$ cat src/rtl/wdog_pkg.sv
package wdog_pkg;
  localparam logic [7:0] KEY_BYTE_A = 8'h1E;
  localparam logic [7:0] KEY_BYTE_B = 8'hE1;
  localparam logic       SEL_KEY    = 1'b0;
  localparam logic       SEL_PERIOD = 1'b1;

  typedef enum logic {
    KS_WAIT = 1'b0,
    KS_HALF = 1'b1
  } key_state_t;
endpackage

$ cat src/rtl/wdog_key_seq.sv
module wdog_key_seq
  import wdog_pkg::*;
(
  input  logic       clk,
  input  logic       srst,
  input  logic       clr,
  input  logic       blocked,
  input  logic       wr_en,
  input  logic       wr_sel,
  input  logic [7:0] wr_data,
  output logic       unlock
);
  key_state_t st_q, st_d;
  logic       wr_live;

  assign wr_live = wr_en & ~blocked;
  assign unlock  = wr_live & (wr_sel == SEL_KEY) & (st_q == KS_HALF) &
                   (wr_data == KEY_BYTE_B);

  always_comb begin
    st_d = st_q;
    if (clr) begin
      st_d = KS_WAIT;
    end else if (wr_live) begin
      if (wr_sel == SEL_KEY && wr_data == KEY_BYTE_A) st_d = KS_HALF;
      else                                             st_d = KS_WAIT;
    end
  end

  always_ff @(posedge clk) begin
    if (srst) st_q <= KS_WAIT;
    else      st_q <= st_d;
  end
endmodule

$ cat src/rtl/wdog_count.sv
module wdog_count #(
  parameter int BASE_W = 14,
  parameter int PRE_W  = 7,
  parameter int PER_W  = 3
) (
  input  logic              clk,
  input  logic              srst,
  input  logic              run,
  input  logic              tick,
  input  logic              clear,
  input  logic [PER_W-1:0]  period,
  output logic              terminal,
  output logic [BASE_W-1:0] base_q,
  output logic [PRE_W-1:0]  pre_q
);
  logic [PRE_W-1:0] pmask;
  logic             base_full;
  logic             pre_full;

  for (genvar i = 0; i < PRE_W; i++) begin : g_mask
    assign pmask[i] = (32'(period) > i);
  end

  assign base_full = &base_q;
  assign pre_full  = &(pre_q | ~pmask);
  assign terminal  = run & tick & base_full & pre_full;

  always_ff @(posedge clk) begin
    if (srst || clear) begin
      base_q <= '0;
      pre_q  <= '0;
    end else if (run && tick) begin
      base_q <= base_q + 1'b1;
      if (base_full) pre_q <= pre_q + 1'b1;
    end
  end
endmodule

$ cat src/rtl/wdog_pulse.sv
module wdog_pulse #(
  parameter int LEN = 96
) (
  input  logic clk,
  input  logic srst,
  input  logic start,
  output logic active
);
  localparam int CW = (LEN > 1) ? $clog2(LEN) : 1;
  logic [CW-1:0] cnt_q;

  always_ff @(posedge clk) begin
    if (srst) begin
      active <= 1'b0;
      cnt_q  <= '0;
    end else if (start) begin
      active <= 1'b1;
      cnt_q  <= '0;
    end else if (active) begin
      if (cnt_q == CW'(LEN - 1)) active <= 1'b0;
      else                       cnt_q  <= cnt_q + 1'b1;
    end
  end
endmodule

$ cat src/rtl/wdog_top.sv
module wdog_top
  import wdog_pkg::*;
#(
  parameter int BASE_W    = 14,
  parameter int PRE_W     = 7,
  parameter int PER_W     = 3,
  parameter int PULSE_LEN = 96
) (
  input  logic       clk,
  input  logic       srst,
  input  logic       mc_tick,
  input  logic       wr_en,
  input  logic       wr_sel,
  input  logic [7:0] wr_data,
  output logic       rst_pulse
);
  logic              unlock;
  logic              armed_q;
  logic [PER_W-1:0]  period_q;
  logic              term_raw;
  logic              overflow;
  logic [BASE_W-1:0] base_q;
  logic [PRE_W-1:0]  pre_q;

  // a service write in the terminal cycle wins over the overflow
  assign overflow = term_raw & ~unlock;

  wdog_key_seq u_key (
    .clk     (clk),
    .srst    (srst),
    .clr     (overflow),
    .blocked (rst_pulse),
    .wr_en   (wr_en),
    .wr_sel  (wr_sel),
    .wr_data (wr_data),
    .unlock  (unlock)
  );

  wdog_count #(.BASE_W(BASE_W), .PRE_W(PRE_W), .PER_W(PER_W)) u_cnt (
    .clk      (clk),
    .srst     (srst),
    .run      (armed_q),
    .tick     (mc_tick),
    .clear    (unlock | overflow),
    .period   (period_q),
    .terminal (term_raw),
    .base_q   (base_q),
    .pre_q    (pre_q)
  );

  wdog_pulse #(.LEN(PULSE_LEN)) u_pulse (
    .clk    (clk),
    .srst   (srst),
    .start  (overflow),
    .active (rst_pulse)
  );

  always_ff @(posedge clk) begin
    if (srst || overflow) begin
      armed_q  <= 1'b0;
      period_q <= '0;
    end else begin
      if (unlock) armed_q <= 1'b1;
      if (wr_en && wr_sel == SEL_PERIOD && !armed_q && !rst_pulse)
        period_q <= wr_data[PER_W-1:0];
    end
  end
endmodule

$ cat config.mk
export PLATFORM = sky130hd
export DESIGN_NAME = wdog_top
export DESIGN_NICKNAME = d
export VERILOG_FILES = /design/src/rtl/wdog_pkg.sv /design/src/rtl/wdog_key_seq.sv /design/src/rtl/wdog_count.sv /design/src/rtl/wdog_pulse.sv /design/src/rtl/wdog_top.sv
export SDC_FILE = /design/constraint.sdc
export NUM_CORES = 1
export LEC_CHECK = 0
export CAP_MARGIN = 10
export CORE_ASPECT_RATIO = 1.25
export CORE_MARGIN = 3
export CORE_UTILIZATION = 61
export DETAILED_ROUTE_END_ITERATION = 10
export PLACE_DENSITY = 0.81
export SKIP_LAST_GASP = 1
export SYNTH_ARGS = -nofsm -noshare
export SYNTH_HDL_FRONTEND = slang
export SYNTH_HIERARCHICAL = 1
export SYNTH_SLANG_ARGS = --single-unit
$ cat constraint.sdc
create_clock -name clk -period 4.85 [get_ports clk]
set_input_delay 0.97 -clock clk [delete_from_list [all_inputs] [get_ports clk]]
set_output_delay 0.97 -clock clk [all_outputs]
set_load 0.02 [all_outputs]
==> run_results.csv, run 1 <==
group,metric,value,unit
cells_and_area,diodes,0,
placed_design,post-place-cells,232,
cells_and_area,area_growth,11.5,%
cells_and_area,final_layout_size_suffix_gt1_frac,0.112,
global_routing,grt-ovfl-total,0,
cts,cts_setup_buffers,0,
floorplanning,fp-row-count,20,
power_and_ir_drop,p_int,0.359,mW
cells_and_area,layout.cells.non_filler,238,
sta,relSlewSlack,0.727,
cts,h-tree-depth,2,
logic_synthesis,yosysMostFrequentCell,"dfxtp_1",
logic_synthesis,synth_area,1670,sq um
cts,cts_resized,0,
power_and_ir_drop,max-vdd-ir-drop,0.247,mV
routing,routed-wl-met3,103,um
sta,rsz0062_at_grt,"false",
cts,clk_latency,0.33,ns
worst_setup_path,r2r_slack,2.32,ns
worst_setup_path,critPathLaunchType,"input port",
sta,timing.final.ws_setup,1.72,ns
power_and_ir_drop,seqPwrFrac,0.617,
placed_design,port_buffers,13,
worst_hold_path,hp-class,"register to register",
logic_synthesis,synthesis.nets,206,
sta,period_needed,3.13,ns
logic_synthesis,yosys_warnings,6,
sta,finalMaxSlewViolations,0,
floorplanning,coreArea,2530,sq um
logic_synthesis,synthArstFlopShare,0,
power_and_ir_drop,total_leakage_power,0.637,nW
routing,wl_met1,1400,um
floorplanning,top_level_ports,14,
cts,root_buffer,"clkbuf_4",
placed_design,place.gp.congestion,0.828,
cts,hold_buffers,0,
global_routing,antenna_found_initial,0,
cells_and_area,fill_cells,205,
cts,clockBufferDepth,2,
cells_and_area,fin_nets,222,
cts,clkTransAtPathRegs,0.09,ns
sta,final_hold_viol_count,0,
logic_synthesis,synth_commonest_cells,"34 x dfxtp_1, 20 x nor2_1, 14 x o21ai_0",
logic_synthesis,synthTopCellsByArea,"dfxtp_1 41%, xor2_1 5.2%, nor2_1 4.5%, o21ai_0 4.2%, a21oi_1 3.6%",
logic_synthesis,synth_top_cell_area_share,0.407,
worst_setup_path,r2r_start,"u_cnt/base_q[0]",
logic_synthesis,synth-main-ff-cell,"dfxtp_1",
floorplanning,start_util,0.661,
logic_synthesis,ys_types,43,
logic_synthesis,syn-instance-count,190,
logic_synthesis,synth.area.mux_share,0.0359,
sta,post-route-period-util,0.646,
outcome,outcome,"completed",
logic_synthesis,yosys.area_share.simple,0.331,
cts,cts_tree,"built",
logic_synthesis,syn_area_per_cell,8.80,sq um
logic_synthesis,yosys.area_share.adder,0.0225,
worst_setup_path,worstSetupEndpointType,"register",
global_routing,grt_usage,0.218,
logic_synthesis,synth_top_family_by_area,"simple AND/OR/NAND/NOR gates",
worst_setup_path,startpoint,"mc_tick",
global_routing,grt_max_degree,22,
worst_setup_path,crit_fanout,13,
logic_synthesis,synth-edff-count,0,
worst_setup_path,cp_data_arrival_time,3.35,ns
power_and_ir_drop,power.switching,0.0974,mW
worst_setup_path,critPathKind,"input port to register",
power_and_ir_drop,clockPowerShare,0.328,
logic_synthesis,synthXorXnorAreaFrac,0.0629,
flow_run,drv_cap,0,
cts,cts_inserted_buffers,5,
routing,drtIter0Drc,42,
worst_setup_path,worstPathRequired,5.07,ns
routing,num_vias,1408,
floorplanning,die_y,64.5,um
floorplanning,die_w,52.8,um
routing,vias_per_cell,5.92,
placed_design,post-dp-hpwl,2340,um
routing,postRouteAntennaNets,0,
logic_synthesis,yosysTopAreaCell,"dfxtp_1",
routing,firstDrtPassIters,4,
worst_setup_path,cp-endpoint,"u_pulse/cnt_q[4]",
sta,clock_skew,0.00632,ns
logic_synthesis,synth_compound_area_frac,0.114,
routing,met2WireLength,1630,um
power_and_ir_drop,p_sw_frac,0.213,
routing,totalWireLength,3210,um
sta,whs,0.476,ns
global_routing,grt_pass1_vias,1397,
logic_synthesis,ys_seq_elements,34,
placed_design,pre_cts_slack,1.37,ns
sta,setup_tns,0,ns
floorplanning,dieArea,3410,sq um
routing,dr.max_layer_used,"met4",
sta,worst-slew-pin-transition,0.409,ns
power_and_ir_drop,power_frac_comb,0.055,
power_and_ir_drop,power_density,245,nW/um^2
sta,max_freq,319,MHz
worst_setup_path,r2r-end,"u_pulse/cnt_q[4]",
sta,setup_violations,0,
worst_setup_path,ff2ff_path_depth,9,
cts,cts.sinks,34,
routing,drc,0,
logic_synthesis,ys_seq_area_frac,0.407,
global_routing,grt_pass1_wl,5660,um
routing,wl_per_cell,13.5,um
power by group through the flow:
stage | Clock (mW) | Sequential [mW] | Combinational [mW]
floorplan | 0 | 0.288 | 0.0115
global placement | 0 | 0.288 | 0.0242
detailed placement | 0 | 0.288 | 0.0249
CTS | 0.156 | 0.281 | 0.0250
global route | 0.167 | 0.282 | 0.0277
finish | 0.150 | 0.281 | 0.0252
worst min path at each step:
stage,from,endpoint,slack (ns),cells after the start
2_1_floorplan,u_key/st_q,u_key/st_q,0.45,2
3_3_place_gp,u_key/st_q,u_key/st_q,0.46,2
3_5_place_dp,u_key/st_q,u_key/st_q,0.47,2
4_1_cts,u_key/st_q,u_key/st_q,0.48,2
5_1_grt,u_key/st_q,u_key/st_q,0.50,2
6_report,u_key/st_q,u_key/st_q,0.48,2
kinds of logic after synthesis:
family,after synthesis
XOR/XNOR,12
AND/OR/NAND/NOR,93
buffers and inverters,8
adder cells (fa/ha/maj),3
AO/OA/AOI/OAI,34
flip-flops,34
multiplexers,6
cell usage in the layout, fill, tap and decap left out, types with 6 or more instances in the layout:
master / netlist / routed
o21ai_0: 14 / 14
xor2_1: 10 / 10
mux2i_1: 6 / 6
nor2_1: 20 / 20
dfxtp_1: 34 / 34
a21oi_1: 12 / 12
nand4_1: 7 / 7
nand2_1: 10 / 10
nand3_1: 12 / 12
or3_1: 6 / 6
clkdlybuf4s50_1: 0 / 13
nor3_1: 6 / 6
flip-flops by register name, summed over array words and instances, names as in the netlist:
| signal | flops |
|---|---|
| u_pulse/active | 1 |
| u_cnt/pre_q | 7 |
| u_pulse/cnt_q | 7 |
| armed_q | 1 |
| period_q | 3 |
| u_cnt/base_q | 14 |
| u_key/st_q | 1 |
through the flow:
stage | cell area, sq um | total power [mW] | utilization
3_3_place_gp | 1810 | 0.312 | 0.717
5_1_grt | 1860 | 0.477 | 0.738
3_5_place_dp | 1810 | 0.313 | 0.717
2_1_floorplan | 1670 | 0.299 | -
6_report | 1860 | 0.456 | 0.738
4_1_cts | 1860 | 0.463 | 0.738
cell type report:
cell class / instances / area [sq um] / share of cell area
Multi-Input combinational cell: 148 / 946 / 0.507
Clock buffer: 6 / 51.3 / 0.0275
Inverter: 4 / 15.0 / 0.00805
Tap cell: 33 / 41.3 / 0.0221
Timing Repair Buffer: 13 / 130 / 0.0698
Sequential cell: 34 / 681 / 0.365
layer usage:
| layer | vias to the layer above | GRT usage |
|---|---|---|
| met5 | - | 0 |
| met4 | 0 | 0.0958 |
| met3 | 11 | 0.0713 |
| met2 | 23 | 0.371 |
| met1 | 653 | 0.241 |
| li1 | 721 | - |
worst max-delay path, stage by stage:
cell and delay (ns):
clkdlybuf4s50_1 0.57, nand4_2 0.16, or4_4 0.65, and3b_2 0.27, inv_1 0.05, nor2_1 0.29, nor2_1 0.18, inv_1 0.14
nor3_1 0.07
(Power assumes the default switching activity.)
==> run 2, diff against run 1 <==
--- a/config.mk
+++ b/config.mk
@@ -8,9 +8,9 @@
 export CAP_MARGIN = 10
 export CORE_ASPECT_RATIO = 1.25
 export CORE_MARGIN = 3
-export CORE_UTILIZATION = 61
+export CORE_UTILIZATION = 56
 export DETAILED_ROUTE_END_ITERATION = 10
-export PLACE_DENSITY = 0.81
+export PLACE_DENSITY = 0.75
 export SKIP_LAST_GASP = 1
 export SYNTH_ARGS = -nofsm -noshare
 export SYNTH_HDL_FRONTEND = slang
==> constraint.sdc (replaced) <==
create_clock -name clk -period 3.2 [get_ports clk]
set_input_delay 0.64 -clock clk [delete_from_list [all_inputs] [get_ports clk]]
set_output_delay 0.64 -clock clk [all_outputs]
set_load 0.02 [all_outputs]
==> run_results.csv, run 2 (synthesis results as in run 1) <==
group,metric,value,unit
worst_setup_path,slowest_stage,"or4_4",
cts,cts_inserted_buffers,5,
worst_setup_path,crit_chain,"clkdlybuf4s50_1 > nand4_2 > or4_4 > and3b_2 > inv_1 > nor2_1 > nor2_1 > inv_1 > nor3_1",
sta,worst-slew-pin-transition,0.402,ns
sta,max_freq,382,MHz
cts,clockBufferDepth,2,
placed_design,place.gp.congestion,0.781,
sta,whs,0.477,ns
sta,period_needed,2.62,ns
flow_run,drv_cap,0,
cells_and_area,diodes,0,
cells_and_area,largest_registers,"u_cnt/base_q x14, u_cnt/pre_q x7, u_pulse/cnt_q x7",
floorplanning,die_w,54.9,um
worst_hold_path,hold_depth,2,
cts,root_buffer,"clkbuf_4",
worst_setup_path,r2r_slack,0.83,ns
worst_setup_path,critPathLaunchType,"input port",
cts,h-tree-depth,2,
routing,totalWireLength,3190,um
sta,setup_tns,0,ns
outcome,outcome,"completed",
cts,cts.sinks,34,
floorplanning,start_util,0.606,
sta,relSlewSlack,0.732,
power_and_ir_drop,p_total,0.781,mW
sta,final_hold_viol_count,0,
global_routing,grt_pass1_wl,4990,um
cells_and_area,fill_cells,221,
routing,postRouteAntennaNets,0,
floorplanning,fp-row-count,21,
worst_setup_path,max_stage_delay,0.64,ns
routing,drtIter0Drc,31,
power_and_ir_drop,power_density,410,nW/um^2
cells_and_area,largest_register,"u_cnt/base_q",
sta,post-route-period-util,0.818,
routing,wl_per_cell,13.2,um
floorplanning,die_y,67.1,um
worst_setup_path,cp_data_arrival_time,2.87,ns
cells_and_area,final_common_cell,"dfxtp_1",
global_routing,grt_pass1_vias,1267,
cts,cts_resized,0,
placed_design,post-dp-hpwl,2320,um
cells_and_area,largest_reg_flops,14,
worst_setup_path,crit_fanout,13,
worst_setup_path,critPathKind,"input port to register",
sta,rsz0062_at_grt,"false",
cts,cts_tree,"built",
global_routing,grt_usage,0.191,
sta,setup_violations,0,
cts,clkTransAtPathRegs,0.11,ns
floorplanning,top_level_ports,14,
global_routing,antenna_found_initial,0,
worst_setup_path,worstPathRequired,3.45,ns
worst_setup_path,worstSetupEndpointType,"register",
global_routing,grt-ovfl-total,0,
placed_design,port_buffers,13,
cts,cts_setup_buffers,0,
routing,drc,0,
worst_setup_path,ff2ff_path_depth,9,
cts,clk_latency,0.35,ns
cells_and_area,final_layout_size_suffix_gt1_frac,0.125,
routing,vias_per_cell,5.81,
cells_and_area,final_cell_mix,"34 x dfxtp_1, 20 x nor2_1, 14 x o21ai_0",
cts,hold_buffers,0,
sta,finalMaxSlewViolations,0,
power_and_ir_drop,max-vdd-ir-drop,0.266,mV
floorplanning,dieArea,3680,sq um
floorplanning,coreArea,2760,sq um
routing,firstDrtPassIters,4,
cells_and_area,area_growth,13.9,%
routing,num_vias,1406,
cells_and_area,fin_nets,223,
global_routing,grt_max_degree,22,
power_and_ir_drop,total_leakage_power,0.649,nW
worst_hold_path,hp-class,"register to register",
sta,clock_skew,0.0124,ns
## run 2: changes by cell type in the layout (fill, tap and decap cells not counted), sizes merged
cell / delta
clkinvlp: +2
bufinv: +1
buf: +1
clkbuf: -1
## run 2: worst paths after layout
kind | startpoint | to
max reg2reg | u_cnt/base_q[0] | u_pulse/cnt_q[4]
min | u_key/st_q | u_key/st_q
max | mc_tick | u_pulse/cnt_q[4]
min reg2reg | u_key/st_q | u_key/st_q
## run 2: power by group
group / switching [mW] / leakage [nW] / total (mW) / internal [mW]
clock network: 0.153 / 0.0374 / 0.317 / 0.164
registers: 0.00196 / 0.274 / 0.427 / 0.425
logic: 0.0168 / 0.338 / 0.0374 / 0.0206
## run 2: routing by layer
layer,wire length [um],part of all wire,GRT usage,vias to the layer above
li1,-,-,-,721
met1,1360,0.42,0.169,659
met2,1660,0.52,0.359,20
met3,114,0.036,0.0626,6
met4,62,0.019,0.0997,0
met5,0,0,0,-
## run 2: cell type report
class / instances / area [sq um] / area share
Clock buffer: 5 / 37.5 / 0.0197
Clock inverter: 3 / 45.0 / 0.0237
Inverter: 4 / 15.0 / 0.00788
Multi-Input combinational cell: 148 / 946 / 0.497
Timing Repair Buffer: 14 / 138 / 0.0723
Sequential cell: 34 / 681 / 0.357
Tap cell: 34 / 42.5 / 0.0223
## run 2: stage by stage
stage / setup slack, ns / cell area [sq um] / util / cells
floorplan: 0.814 / 1670 / - / 190
global placement: 0.246 / 1820 / 0.660 / 234
detailed placement: 0.206 / 1820 / 0.660 / 234
CTS: 0.590 / 1900 / 0.690 / 242
global route: 0.385 / 1900 / 0.690 / 242
finish: 0.584 / 1900 / 0.690 / 242
## run 2: critical path: cells and delay by family
family	cells	cell delay, ns
buf+inv	3	0.72
simple gates	6	1.51
==> run 3, diff against run 2 <==
--- a/config.mk
+++ b/config.mk
@@ -8,9 +8,9 @@
 export CAP_MARGIN = 10
 export CORE_ASPECT_RATIO = 1.25
 export CORE_MARGIN = 3
-export CORE_UTILIZATION = 56
+export CORE_UTILIZATION = 51
 export DETAILED_ROUTE_END_ITERATION = 10
-export PLACE_DENSITY = 0.75
+export PLACE_DENSITY = 0.72
 export SKIP_LAST_GASP = 1
 export SYNTH_ARGS = -nofsm -noshare
 export SYNTH_HDL_FRONTEND = slang
==> constraint.sdc (replaced) <==
create_clock -name clk -period 2.23 [get_ports clk]
set_input_delay 0.446 -clock clk [delete_from_list [all_inputs] [get_ports clk]]
set_output_delay 0.446 -clock clk [all_outputs]
set_load 0.02 [all_outputs]
==> run_results.csv, run 3 (synthesis results as in run 1) <==
group,metric,value,unit
outcome,outcome,"completed",
routing,firstDrtPassIters,4,
power_and_ir_drop,total_leakage_power,0.716,nW
worst_hold_path,hp-class,"register to register",
cts,h-tree-depth,2,
floorplanning,coreArea,3030,sq um
cells_and_area,fin_nets,236,
floorplanning,die_y,70.0,um
sta,rsz0062_at_grt,"false",
flow_run,drv_cap,0,
routing,wl_per_cell,13.4,um
global_routing,grt_pass1_wl,6230,um
floorplanning,dieArea,4000,sq um
worst_setup_path,ff2ff_path_depth,6,
global_routing,grt_max_degree,22,
sta,finalMaxSlewViolations,0,
power_and_ir_drop,p_total,1.03,mW
sta,setup_violations,0,
routing,postRouteAntennaNets,0,
cells_and_area,area_growth,20.2,%
global_routing,grt_usage,0.192,
cells_and_area,largest_reg_flops,14,
cells_and_area,final_common_cell,"dfxtp_1",
sta,relSlewSlack,0.774,
sta,final_hold_viol_count,0,
routing,vias_per_cell,5.82,
sta,period_needed,2.10,ns
cells_and_area,largest_registers,"u_cnt/base_q x14, u_cnt/pre_q x7, u_pulse/cnt_q x7",
cts,cts_tree,"built",
power_and_ir_drop,power_density,513,nW/um^2
cts,clockBufferDepth,2,
cts,root_buffer,"clkbuf_4",
worst_setup_path,critPathLaunchType,"input port",
worst_setup_path,worstPathRequired,2.51,ns
power_and_ir_drop,power.switching,0.231,mW
cells_and_area,largest_register,"u_cnt/base_q",
power_and_ir_drop,p_int,0.801,mW
placed_design,post-dp-hpwl,2620,um
power_and_ir_drop,max-vdd-ir-drop,0.471,mV
floorplanning,die_w,57.2,um
worst_setup_path,cp_data_arrival_time,2.38,ns
sta,clock_skew,0.0125,ns
power_and_ir_drop,seqPwrFrac,0.593,
global_routing,grt-ovfl-total,0,
cts,hold_buffers,0,
worst_setup_path,crit_fanout,12,
power_and_ir_drop,power_frac_comb,0.065,
worst_setup_path,cp-endpoint,"u_cnt/pre_q[6]",
routing,num_vias,1496,
worst_setup_path,startpoint,"mc_tick",
floorplanning,start_util,0.552,
worst_setup_path,worstSetupEndpointType,"register",
cells_and_area,final_layout_size_suffix_gt1_frac,0.186,
routing,drtIter0Drc,52,
routing,drc,0,
worst_setup_path,r2r_slack,0.16,ns
worst_setup_path,r2r-end,"u_cnt/pre_q[6]",
cells_and_area,final_cell_mix,"34 x dfxtp_1, 18 x nor2_1, 14 x o21ai_0",
placed_design,port_buffers,13,
cells_and_area,layout.cells.non_filler,257,
cts,cts_inserted_buffers,5,
power_and_ir_drop,p_sw_frac,0.224,
placed_design,post-place-cells,249,
placed_design,place.gp.congestion,0.747,
worst_setup_path,critPathKind,"input port to register",
cts,clk_latency,0.33,ns
floorplanning,fp-row-count,22,
cts,cts.sinks,34,
sta,post-route-period-util,0.943,
cts,clkTransAtPathRegs,0.10,ns
sta,max_freq,476,MHz
routing,totalWireLength,3460,um
global_routing,antenna_found_initial,0,
sta,worst-slew-pin-transition,0.338,ns
cells_and_area,diodes,0,
power_and_ir_drop,clockPowerShare,0.342,
global_routing,grt_pass1_vias,1472,
floorplanning,top_level_ports,14,
worst_setup_path,r2r_start,"u_cnt/base_q[1]",
==> run 3: worst min-delay path by stage <==
| stage | from | to | slack, ns | cells past startpoint |
|---|---|---|---|---|
| 5_1_grt | u_key/st_q | u_key/st_q | 0.51 | 2 |
| 3_3_place_gp | u_key/st_q | u_key/st_q | 0.46 | 2 |
| 6_report | u_key/st_q | u_key/st_q | 0.48 | 2 |
| 3_5_place_dp | u_key/st_q | u_key/st_q | 0.47 | 2 |
| 2_1_floorplan | u_key/st_q | u_key/st_q | 0.45 | 2 |
| 4_1_cts | u_key/st_q | u_key/st_q | 0.48 | 2 |
==> run 3: power groups by stage <==
stage	logic, mW	clock network (mW)	registers [mW]
6_report	0.0669	0.353	0.612
5_1_grt	0.0722	0.392	0.613
4_1_cts	0.0667	0.365	0.612
3_5_place_dp	0.0666	0	0.626
3_3_place_gp	0.0637	0	0.626
2_1_floorplan	0.0252	0	0.625
==> run 3: stage by stage <==
stage / hold slack [ns] / setup slack [ns] / util / TNS (ns) / cell area (sq um)
after floorplan: 0.445 / 0.0431 / - / 0 / 1680
after global placement: 0.456 / -0.241 / 0.640 / -5.31 / 1940
after detailed placement: 0.469 / -0.304 / 0.640 / -6.53 / 1940
after CTS: 0.482 / 0.0632 / 0.660 / 0 / 2000
after global routing: 0.506 / 0.0354 / 0.664 / 0 / 2010
final: 0.483 / 0.127 / 0.664 / 0 / 2010
==> run 3: cell type report <==
| cell class | instances | area (sq um) |
|---|---|---|
| Sequential cell | 34 | 681 |
| Multi-Input combinational cell | 148 | 961 |
| Clock inverter | 1 | 5.00 |
| Inverter | 4 | 15.0 |
| Fill cell | 278 | 1020 |
| Tap cell | 36 | 45.0 |
| Clock buffer | 7 | 55.1 |
| Timing Repair Buffer | 27 | 248 |
==> run 3: critical path, cell delays in order <==
cell             delay, ns
clkdlybuf4s50_1       0.49
nand4_2               0.11
or4_4                 0.55
buf_4                 0.19
or3_2                 0.45
a21oi_1               0.14
==> run 3: what timing repair did <==
action,in CTS,in global routing
setup buffers,0,0
endpoints found under the setup margin,0,9
resized for setup,0,3
==> run 3: per-layer routing <==
| layer | GRT usage | vias to the layer above | routed length, um |
|---|---|---|---|
| met1 | 0.226 | 697 | 1560 |
| met3 | 0.0591 | 8 | 165 |
| li1 | - | 753 | - |
| met2 | 0.318 | 38 | 1670 |
| met5 | 0 | - | 0 |
| met4 | 0.0825 | 0 | 69 |
